===== config.mk =====
export PLATFORM = sky130hd
export DESIGN_NAME = remote_key_lookup
export DESIGN_NICKNAME = d
export VERILOG_FILES = /design/src/rtl/keymap_pkg.sv /design/src/rtl/keymap_remote_table.sv /design/src/rtl/keymap_button_mem.sv /design/src/rtl/keymap_search.sv /design/src/rtl/remote_key_lookup.sv
export SDC_FILE = /design/constraint.sdc
export NUM_CORES = 2
export LEC_CHECK = 0
export ABC_AREA = 1
export BUFFER_PORTS_ARGS = -buffer_cell sky130_fd_sc_hd__buf_2
export CAP_MARGIN = 40
export CORE_MARGIN = 2
export CORE_UTILIZATION = 35
export DETAILED_ROUTE_END_ITERATION = 10
export PLACE_DENSITY = 0.55
export SYNTH_ARGS = -nofsm -noshare
export SYNTH_HDL_FRONTEND = slang
export SYNTH_HIERARCHICAL = 1
export SYNTH_SLANG_ARGS = --single-unit
export TNS_END_PERCENT = 10

===== constraint.sdc =====
create_clock -name clk -period 10.1 [get_ports clk]
set_input_delay 2.02 -clock clk [delete_from_list [all_inputs] [get_ports clk]]
set_output_delay 2.02 -clock clk [all_outputs]
set_load 0.01 [all_outputs]

===== src/rtl/keymap_pkg.sv =====
package keymap_pkg;
  typedef enum logic [1:0] {
    S_IDLE   = 2'd0,
    S_REMOTE = 2'd1,
    S_BUTTON = 2'd2
  } srch_state_t;
endpackage


===== src/rtl/keymap_remote_table.sv =====
module keymap_remote_table #(
  parameter int N_REMOTES = 4,
  parameter int N_BUTTONS = 16,
  parameter int UC_W      = 16,
  localparam int RIDX_W   = $clog2(N_REMOTES),
  localparam int CNT_W    = $clog2(N_BUTTONS + 1)
) (
  input  logic              clk,
  input  logic              rst,
  input  logic [RIDX_W-1:0] wr_idx,
  input  logic              code_we,
  input  logic [UC_W-1:0]   wr_code,
  input  logic              cnt_we,
  input  logic [CNT_W-1:0]  wr_cnt,
  input  logic [RIDX_W-1:0] walk_idx,
  output logic [UC_W-1:0]   walk_code,
  input  logic [RIDX_W-1:0] sel_idx,
  output logic [CNT_W-1:0]  sel_cnt
);
  logic [UC_W-1:0]  codes [N_REMOTES];
  logic [CNT_W-1:0] cnts  [N_REMOTES];
  logic [CNT_W-1:0] cnt_lim;

  // A count above the physical list length is taken as the full list
  assign cnt_lim = (wr_cnt > CNT_W'(N_BUTTONS)) ? CNT_W'(N_BUTTONS) : wr_cnt;

  for (genvar s = 0; s < N_REMOTES; s++) begin : g_slot
    always_ff @(posedge clk) begin
      if (rst) begin
        codes[s] <= '0;
        cnts[s]  <= '0;
      end else begin
        // zero marks an empty slot and is never stored
        if (code_we && wr_idx == RIDX_W'(s) && wr_code != '0)
          codes[s] <= wr_code;
        if (cnt_we && wr_idx == RIDX_W'(s))
          cnts[s] <= cnt_lim;
      end
    end
  end

  assign walk_code = codes[walk_idx];
  assign sel_cnt   = cnts[sel_idx];
endmodule


===== src/rtl/keymap_button_mem.sv =====
module keymap_button_mem #(
  parameter int N_REMOTES = 4,
  parameter int N_BUTTONS = 16,
  parameter int SC_W      = 8,
  parameter int KC_W      = 16,
  localparam int RIDX_W   = $clog2(N_REMOTES),
  localparam int BIDX_W   = $clog2(N_BUTTONS),
  localparam int DEPTH    = N_REMOTES * N_BUTTONS,
  localparam int AW       = RIDX_W + BIDX_W,
  localparam int DW       = SC_W + KC_W
) (
  input  logic          clk,
  input  logic          we,
  input  logic [AW-1:0] waddr,
  input  logic [DW-1:0] wdata,
  input  logic [AW-1:0] raddr,
  output logic [DW-1:0] rdata
);
  logic [DW-1:0] mem [DEPTH];

  // One write port and one registered read port, so the array maps to block RAM
  always_ff @(posedge clk) begin
    if (we) mem[waddr] <= wdata;
  end

  always_ff @(posedge clk) begin
    rdata <= mem[raddr];
  end
endmodule


===== src/rtl/keymap_search.sv =====
module keymap_search
  import keymap_pkg::*;
#(
  parameter int N_REMOTES = 4,
  parameter int N_BUTTONS = 16,
  parameter int UC_W      = 16,
  parameter int SC_W      = 8,
  parameter int KC_W      = 16,
  parameter int RPT_W     = 8,
  localparam int RIDX_W   = $clog2(N_REMOTES),
  localparam int BIDX_W   = $clog2(N_BUTTONS),
  localparam int CNT_W    = $clog2(N_BUTTONS + 1)
) (
  input  logic               clk,
  input  logic               rst,
  input  logic               look_valid,
  input  logic [UC_W-1:0]    look_user,
  input  logic [SC_W-1:0]    look_scan,
  output logic [RIDX_W-1:0]  walk_idx,
  input  logic [UC_W-1:0]    walk_code,
  output logic [RIDX_W-1:0]  sel_idx,
  input  logic [CNT_W-1:0]   sel_cnt,
  output logic [BIDX_W-1:0]  btn_idx,
  input  logic [SC_W-1:0]    btn_scan,
  input  logic [KC_W-1:0]    btn_key,
  output logic               busy,
  output logic               done,
  output logic               hit,
  output logic [KC_W-1:0]    key_code,
  output logic [RPT_W-1:0]   repeat_cnt
);
  localparam logic [RPT_W-1:0]  RPT_MAX = '1;
  localparam logic [RIDX_W-1:0] LAST_R  = RIDX_W'(N_REMOTES - 1);

  srch_state_t       state;
  logic [UC_W-1:0]   user_q;
  logic [SC_W-1:0]   scan_q;
  logic [RIDX_W-1:0] r_idx;
  logic [RIDX_W-1:0] sel_q;
  logic [CNT_W-1:0]  b_cnt;
  logic              pend;

  logic              user_match;
  logic              scan_match;
  logic              fin_en;
  logic              fin_hit;
  logic [KC_W-1:0]   fin_key;

  assign walk_idx   = r_idx;
  assign sel_idx    = sel_q;
  assign btn_idx    = b_cnt[BIDX_W-1:0];
  assign busy       = (state != S_IDLE);
  assign user_match = (walk_code != '0) && (walk_code == user_q);
  assign scan_match = pend && (btn_scan == scan_q);

  always_comb begin
    fin_en  = 1'b0;
    fin_hit = 1'b0;
    fin_key = '0;
    case (state)
      S_REMOTE: if (!user_match && r_idx == LAST_R) fin_en = 1'b1;
      S_BUTTON: begin
        if (scan_match) begin
          fin_en  = 1'b1;
          fin_hit = 1'b1;
          fin_key = btn_key;
        end else if (b_cnt >= sel_cnt) begin
          fin_en = 1'b1;
        end
      end
      default: ;
    endcase
  end

  // Walk: one remote slot per cycle, then one pair per cycle with a one-deep
  // read pipeline (pair issued in one cycle is compared in the next)
  always_ff @(posedge clk) begin
    if (rst) begin
      state  <= S_IDLE;
      user_q <= '0;
      scan_q <= '0;
      r_idx  <= '0;
      sel_q  <= '0;
      b_cnt  <= '0;
      pend   <= 1'b0;
    end else begin
      case (state)
        S_IDLE: begin
          if (look_valid) begin
            user_q <= look_user;
            scan_q <= look_scan;
            r_idx  <= '0;
            state  <= S_REMOTE;
          end
        end
        S_REMOTE: begin
          if (user_match) begin
            sel_q <= r_idx;
            b_cnt <= '0;
            pend  <= 1'b0;
            state <= S_BUTTON;
          end else if (fin_en) begin
            state <= S_IDLE;
          end else begin
            r_idx <= r_idx + 1'b1;
          end
        end
        S_BUTTON: begin
          if (fin_en) begin
            state <= S_IDLE;
            pend  <= 1'b0;
          end else begin
            pend  <= 1'b1;
            b_cnt <= b_cnt + 1'b1;
          end
        end
        default: state <= S_IDLE;
      endcase
    end
  end

  always_ff @(posedge clk) begin
    if (rst) begin
      done       <= 1'b0;
      hit        <= 1'b0;
      key_code   <= '0;
      repeat_cnt <= '0;
    end else begin
      done <= fin_en;
      if (fin_en) begin
        hit      <= fin_hit;
        key_code <= fin_key;
        if (!fin_hit || fin_key != key_code)
          repeat_cnt <= '0;
        else if (repeat_cnt != RPT_MAX)
          repeat_cnt <= repeat_cnt + 1'b1;
      end
    end
  end
endmodule


===== src/rtl/remote_key_lookup.sv =====
module remote_key_lookup #(
  parameter int N_REMOTES = 4,
  parameter int N_BUTTONS = 16,
  parameter int UC_W      = 16,
  parameter int SC_W      = 8,
  parameter int KC_W      = 16,
  parameter int RPT_W     = 8,
  localparam int RIDX_W   = $clog2(N_REMOTES),
  localparam int BIDX_W   = $clog2(N_BUTTONS),
  localparam int CNT_W    = $clog2(N_BUTTONS + 1)
) (
  input  logic              clk,
  input  logic              rst,
  input  logic [RIDX_W-1:0] tbl_remote,
  input  logic              tbl_code_we,
  input  logic [UC_W-1:0]   tbl_code,
  input  logic              tbl_count_we,
  input  logic [CNT_W-1:0]  tbl_count,
  input  logic              tbl_btn_we,
  input  logic [BIDX_W-1:0] tbl_btn,
  input  logic [SC_W-1:0]   tbl_scan,
  input  logic [KC_W-1:0]   tbl_key,
  input  logic              look_valid,
  input  logic [UC_W-1:0]   look_user,
  input  logic [SC_W-1:0]   look_scan,
  output logic              busy,
  output logic              done,
  output logic              hit,
  output logic [KC_W-1:0]   key_code,
  output logic [RPT_W-1:0]  repeat_cnt
);
  logic [RIDX_W-1:0]    walk_idx;
  logic [UC_W-1:0]      walk_code;
  logic [RIDX_W-1:0]    sel_idx;
  logic [CNT_W-1:0]     sel_cnt;
  logic [BIDX_W-1:0]    btn_idx;
  logic [SC_W+KC_W-1:0] pair_rd;

  keymap_remote_table #(
    .N_REMOTES(N_REMOTES), .N_BUTTONS(N_BUTTONS), .UC_W(UC_W)
  ) u_table (
    .clk(clk), .rst(rst),
    .wr_idx(tbl_remote), .code_we(tbl_code_we), .wr_code(tbl_code),
    .cnt_we(tbl_count_we), .wr_cnt(tbl_count),
    .walk_idx(walk_idx), .walk_code(walk_code),
    .sel_idx(sel_idx), .sel_cnt(sel_cnt)
  );

  keymap_button_mem #(
    .N_REMOTES(N_REMOTES), .N_BUTTONS(N_BUTTONS), .SC_W(SC_W), .KC_W(KC_W)
  ) u_pairs (
    .clk(clk),
    .we(tbl_btn_we), .waddr({tbl_remote, tbl_btn}), .wdata({tbl_scan, tbl_key}),
    .raddr({sel_idx, btn_idx}), .rdata(pair_rd)
  );

  keymap_search #(
    .N_REMOTES(N_REMOTES), .N_BUTTONS(N_BUTTONS), .UC_W(UC_W),
    .SC_W(SC_W), .KC_W(KC_W), .RPT_W(RPT_W)
  ) u_search (
    .clk(clk), .rst(rst),
    .look_valid(look_valid), .look_user(look_user), .look_scan(look_scan),
    .walk_idx(walk_idx), .walk_code(walk_code),
    .sel_idx(sel_idx), .sel_cnt(sel_cnt),
    .btn_idx(btn_idx), .btn_scan(pair_rd[SC_W+KC_W-1:KC_W]), .btn_key(pair_rd[KC_W-1:0]),
    .busy(busy), .done(done), .hit(hit), .key_code(key_code), .repeat_cnt(repeat_cnt)
  );
endmodule


==> impl_results.md <==
- Power Density: 191.5 mW/mm^2
- Worst Hold End: u_search/scan_q[5]
- Clk root buf: clkbuf_16
- Avg Synthesized Cell Area: 11.42 sq um
- Post-DR wirelength/cell: 22.94 microns
- Setup violations, final: 0
- Max-cap violations: 0
- Setup total negative slack: 0 ps
- Sequential power share: 51.6%
- Prevailing post-synth register cell: edfxtp_1
- Sw frac: 23.27%
- Yosys top cell by area: edfxtp_1
- CP peak stage delay: 740 ps
- VDD IR max: 0.0001403 V
- Worst Path Buf+Inv: 4
- Hold Path Class: flop to flop
- GPL Wtd Cong: 0.8296
- Psw: 3.552 mW
- Setup crit start: u_search/b_cnt[0]
- Residual DRC: 0
- GRT Total Usage: 19.82%
- Num ports: 108
- Dpl cells: 8,702
- Nets: 6,321
- List of most frequent post-synthesis cells: 2,086 x nand2_1, 1,620 x edfxtp_1, 1,335 x nand3_1, 278 x nor2_1, 175 x buf_2
- Slowest cell on crit path: buf_4
- Crit path max fanout: 215
- Layout cells sized above 1: 9.851%
- Non-filler instance count after layout: 9,035
- CP Cell Sequence: inv_16 > buf_16 > buf_4 > buf_4 > nand2_1 > nand3_1 > nand3_1 > nand2_1 > nand2_1 > nand3_1 > nand3_1 > nand2_1
- Fin. Hold Viols: 0
- Die W: 451.9 microns
- Int Power: 11.71 mW
- CTS clk-pin slew, worst paths: 60 ps
- Min-delay src: u_search/scan_q[5]
- Synth-to-Final Area Change: 13.54%
- Tcrit/Tclk final: 45.11%
- R2R Path Start: u_search/b_cnt[0]
- Die ar.: 0.2042 sq mm
- Fmax: 0.2195 GHz
- Lkg Pwr: 28.60 nW
- Yosys warns: 6
- Final WS setup: 5544 ps
- R2R Setup Slk: 5540 ps
- CP Data Required Time: 10,860 ps
- Pre-CTS setup slack: 5532 ps
- Core Util, Final: 39.96%
- Status: completed
- Site Rows: 164
- Largest net degree at the start of global routing: 217
- Worst slew margin: 15.91%
- CP arrival: 5320 ps
- Slew Viols, Final: 0
- TritonRoute pass-1 iters: 7
- Clock power frac: 42.3%
- Via density: 5.167
- RSZ-0062 raised after global routing: false
- Number of flops mapped to enable cells by yosys: 1,620
- Gates resized, CTS repair: 0
- Setup Buffers After CTS: 0
- Critical Path Source Type: flop
- CTS Buffer Depth: 3
- Core Area: 0.1995 sq mm
- Clk sink count: 1,706
- Post-synth top area share: 69.30%
- Detailed-route via count: 46.69k
- Cts hold-fix bufs: 0
- Yosys cell types: 44
- DP Wirelength: 114.1 mm
- Chip height: 451.9 microns
- Clock skew: 30.26 ps
- Antenna viol nets, final: 0
- Drt initial violations: 5,028
- Fill count: 18.96k
- Seq cells post-synth: 1,706
- First-pass GRT wire length: 300.0 mm
- CTS tree: yes
- Hold path cells: 2
- Initial antenna violation count: 15
- Worst-case reg-to-reg path depth: 12
- Cell area after synthesis: 0.07020 sq mm
- Seq/Total Area, Yosys: 71.75%
- H-tree depth: 4
- Cells after Synth: 6,148
- Port Buffers: 107
- Syn Nets: 6,241
- Starting density of the core: 35.20%
- Critical path capture point type: flop
- Later-pin clock latency in the skew report: 820 ps
- GR Overflow Total: 0
- Worst-margin pin slew: 1261 ps
- Wirelength, routed: 207.2 mm
- Synth async-reset ratio: 0%
- Crit Path Category: flop to flop
- Synth area leaders: edfxtp_1 69%, nand2_1 11%, nand3_1 9.5%
- Vias in the first global route: 43.97k
- Most numerous cell in the Yosys netlist: nand2_1
- Min cycle time layout: 4556 ps
- Logic pwr share: 6.2%
- RR Endpoint: u_pairs/rdata[8]
- Cts bufs inserted: 179
- CP top delay family: buffers and inverters
## worst min-delay path: stages, from the launching register on
cell	delay (ps)
dfxtp_1	320
inv_2	50
a21oi_1	50
## flip-flops by register name (all words and copies together) (netlist names), 2 cells and up
name / flops
u_search/user_q: 16
u_search/b_cnt: 5
u_table/cnts: 20
u_search/key_code: 16
u_search/sel_idx: 2
u_search/state: 2
u_pairs/mem: 1536
u_search/scan_q: 8
u_search/repeat_cnt: 8
u_pairs/rdata: 24
u_search/walk_idx: 2
u_table/codes: 64
## layout make-up
cell class                      instances  area [sq um]  area share [%]
Multi-Input combinational cell       3953         17430           21.87
Tap cell                             2656          3323           4.169
Clock buffer                          242          4826           6.054
Clock inverter                         86         909.6           1.141
Antenna cell                            4         10.01         0.01256
Sequential cell                      1706         50380           63.21
Inverter                              116         469.2          0.5887
Timing Repair Buffer                  272          2356           2.956
## metrics by stage
| step | area [sq um] | hold WS [ps] | power (mW) |
|---|---|---|---|
| after floorplan | 70200 | 434.6 | 8.580 |
| after global placement | 73180 | 446.8 | 8.917 |
| after detailed placement | 73930 | 460.2 | 8.959 |
| after CTS | 79670 | 468.0 | 15.38 |
| after global routing | 79710 | 490.4 | 15.74 |
| final | 79710 | 465.6 | 15.26 |
## worst max-delay path by stage
stage | to | slack, ps | cells past startpoint
after detailed placement | u_pairs/mem[0][16] | 5530 | 5
after global placement | u_pairs/rdata[23] | 5230 | 11
after CTS | u_pairs/rdata[8] | 5820 | 11
after global routing | u_search/key_code[14] | 5340 | 14
after floorplan | u_pairs/mem[48][0] | 4740 | 3
final | u_pairs/rdata[8] | 5540 | 12
## power by group through the flow
stage | clock, mW | combinational, mW | sequential (mW)
2_1_floorplan | 0 | 0.580 | 8.00
6_report | 6.45 | 0.941 | 7.87
4_1_cts | 6.56 | 0.941 | 7.87
3_3_place_gp | 0 | 0.895 | 8.02
5_1_grt | 6.82 | 1.04 | 7.88
3_5_place_dp | 0 | 0.937 | 8.02
## routing by layer
layer	global-route usage [%]	vias up	part of all wire (%)
met5	0	-	0.0063
met4	6.997	2	3.4
met3	3.648	324	7.4
li1	-	21630	-
met1	27.12	23060	43
met2	31.57	1672	47
## cell families after synthesis
logic type	synth area share, %
compound gates	1.167
buf+inv	3.695
simple gates	22.89
xor+xnor	0.2869
flops	71.75
fa+ha+maj	0.2139
## cells in the final DEF, fill, tap and decap left out, types with 28 or more instances in the layout
cell	instances
buf_2	107
buf_4	130
clkbuf_1	52
clkbuf_16	179
clkinv_1	32
clkinv_2	28
dfxtp_1	81
edfxtp_1	1620
inv_1	101
nand2_1	2086
nand3_1	1335
nor2_1	222
nor2_2	63
o21ai_0	82
(Power assumes the default switching activity.)
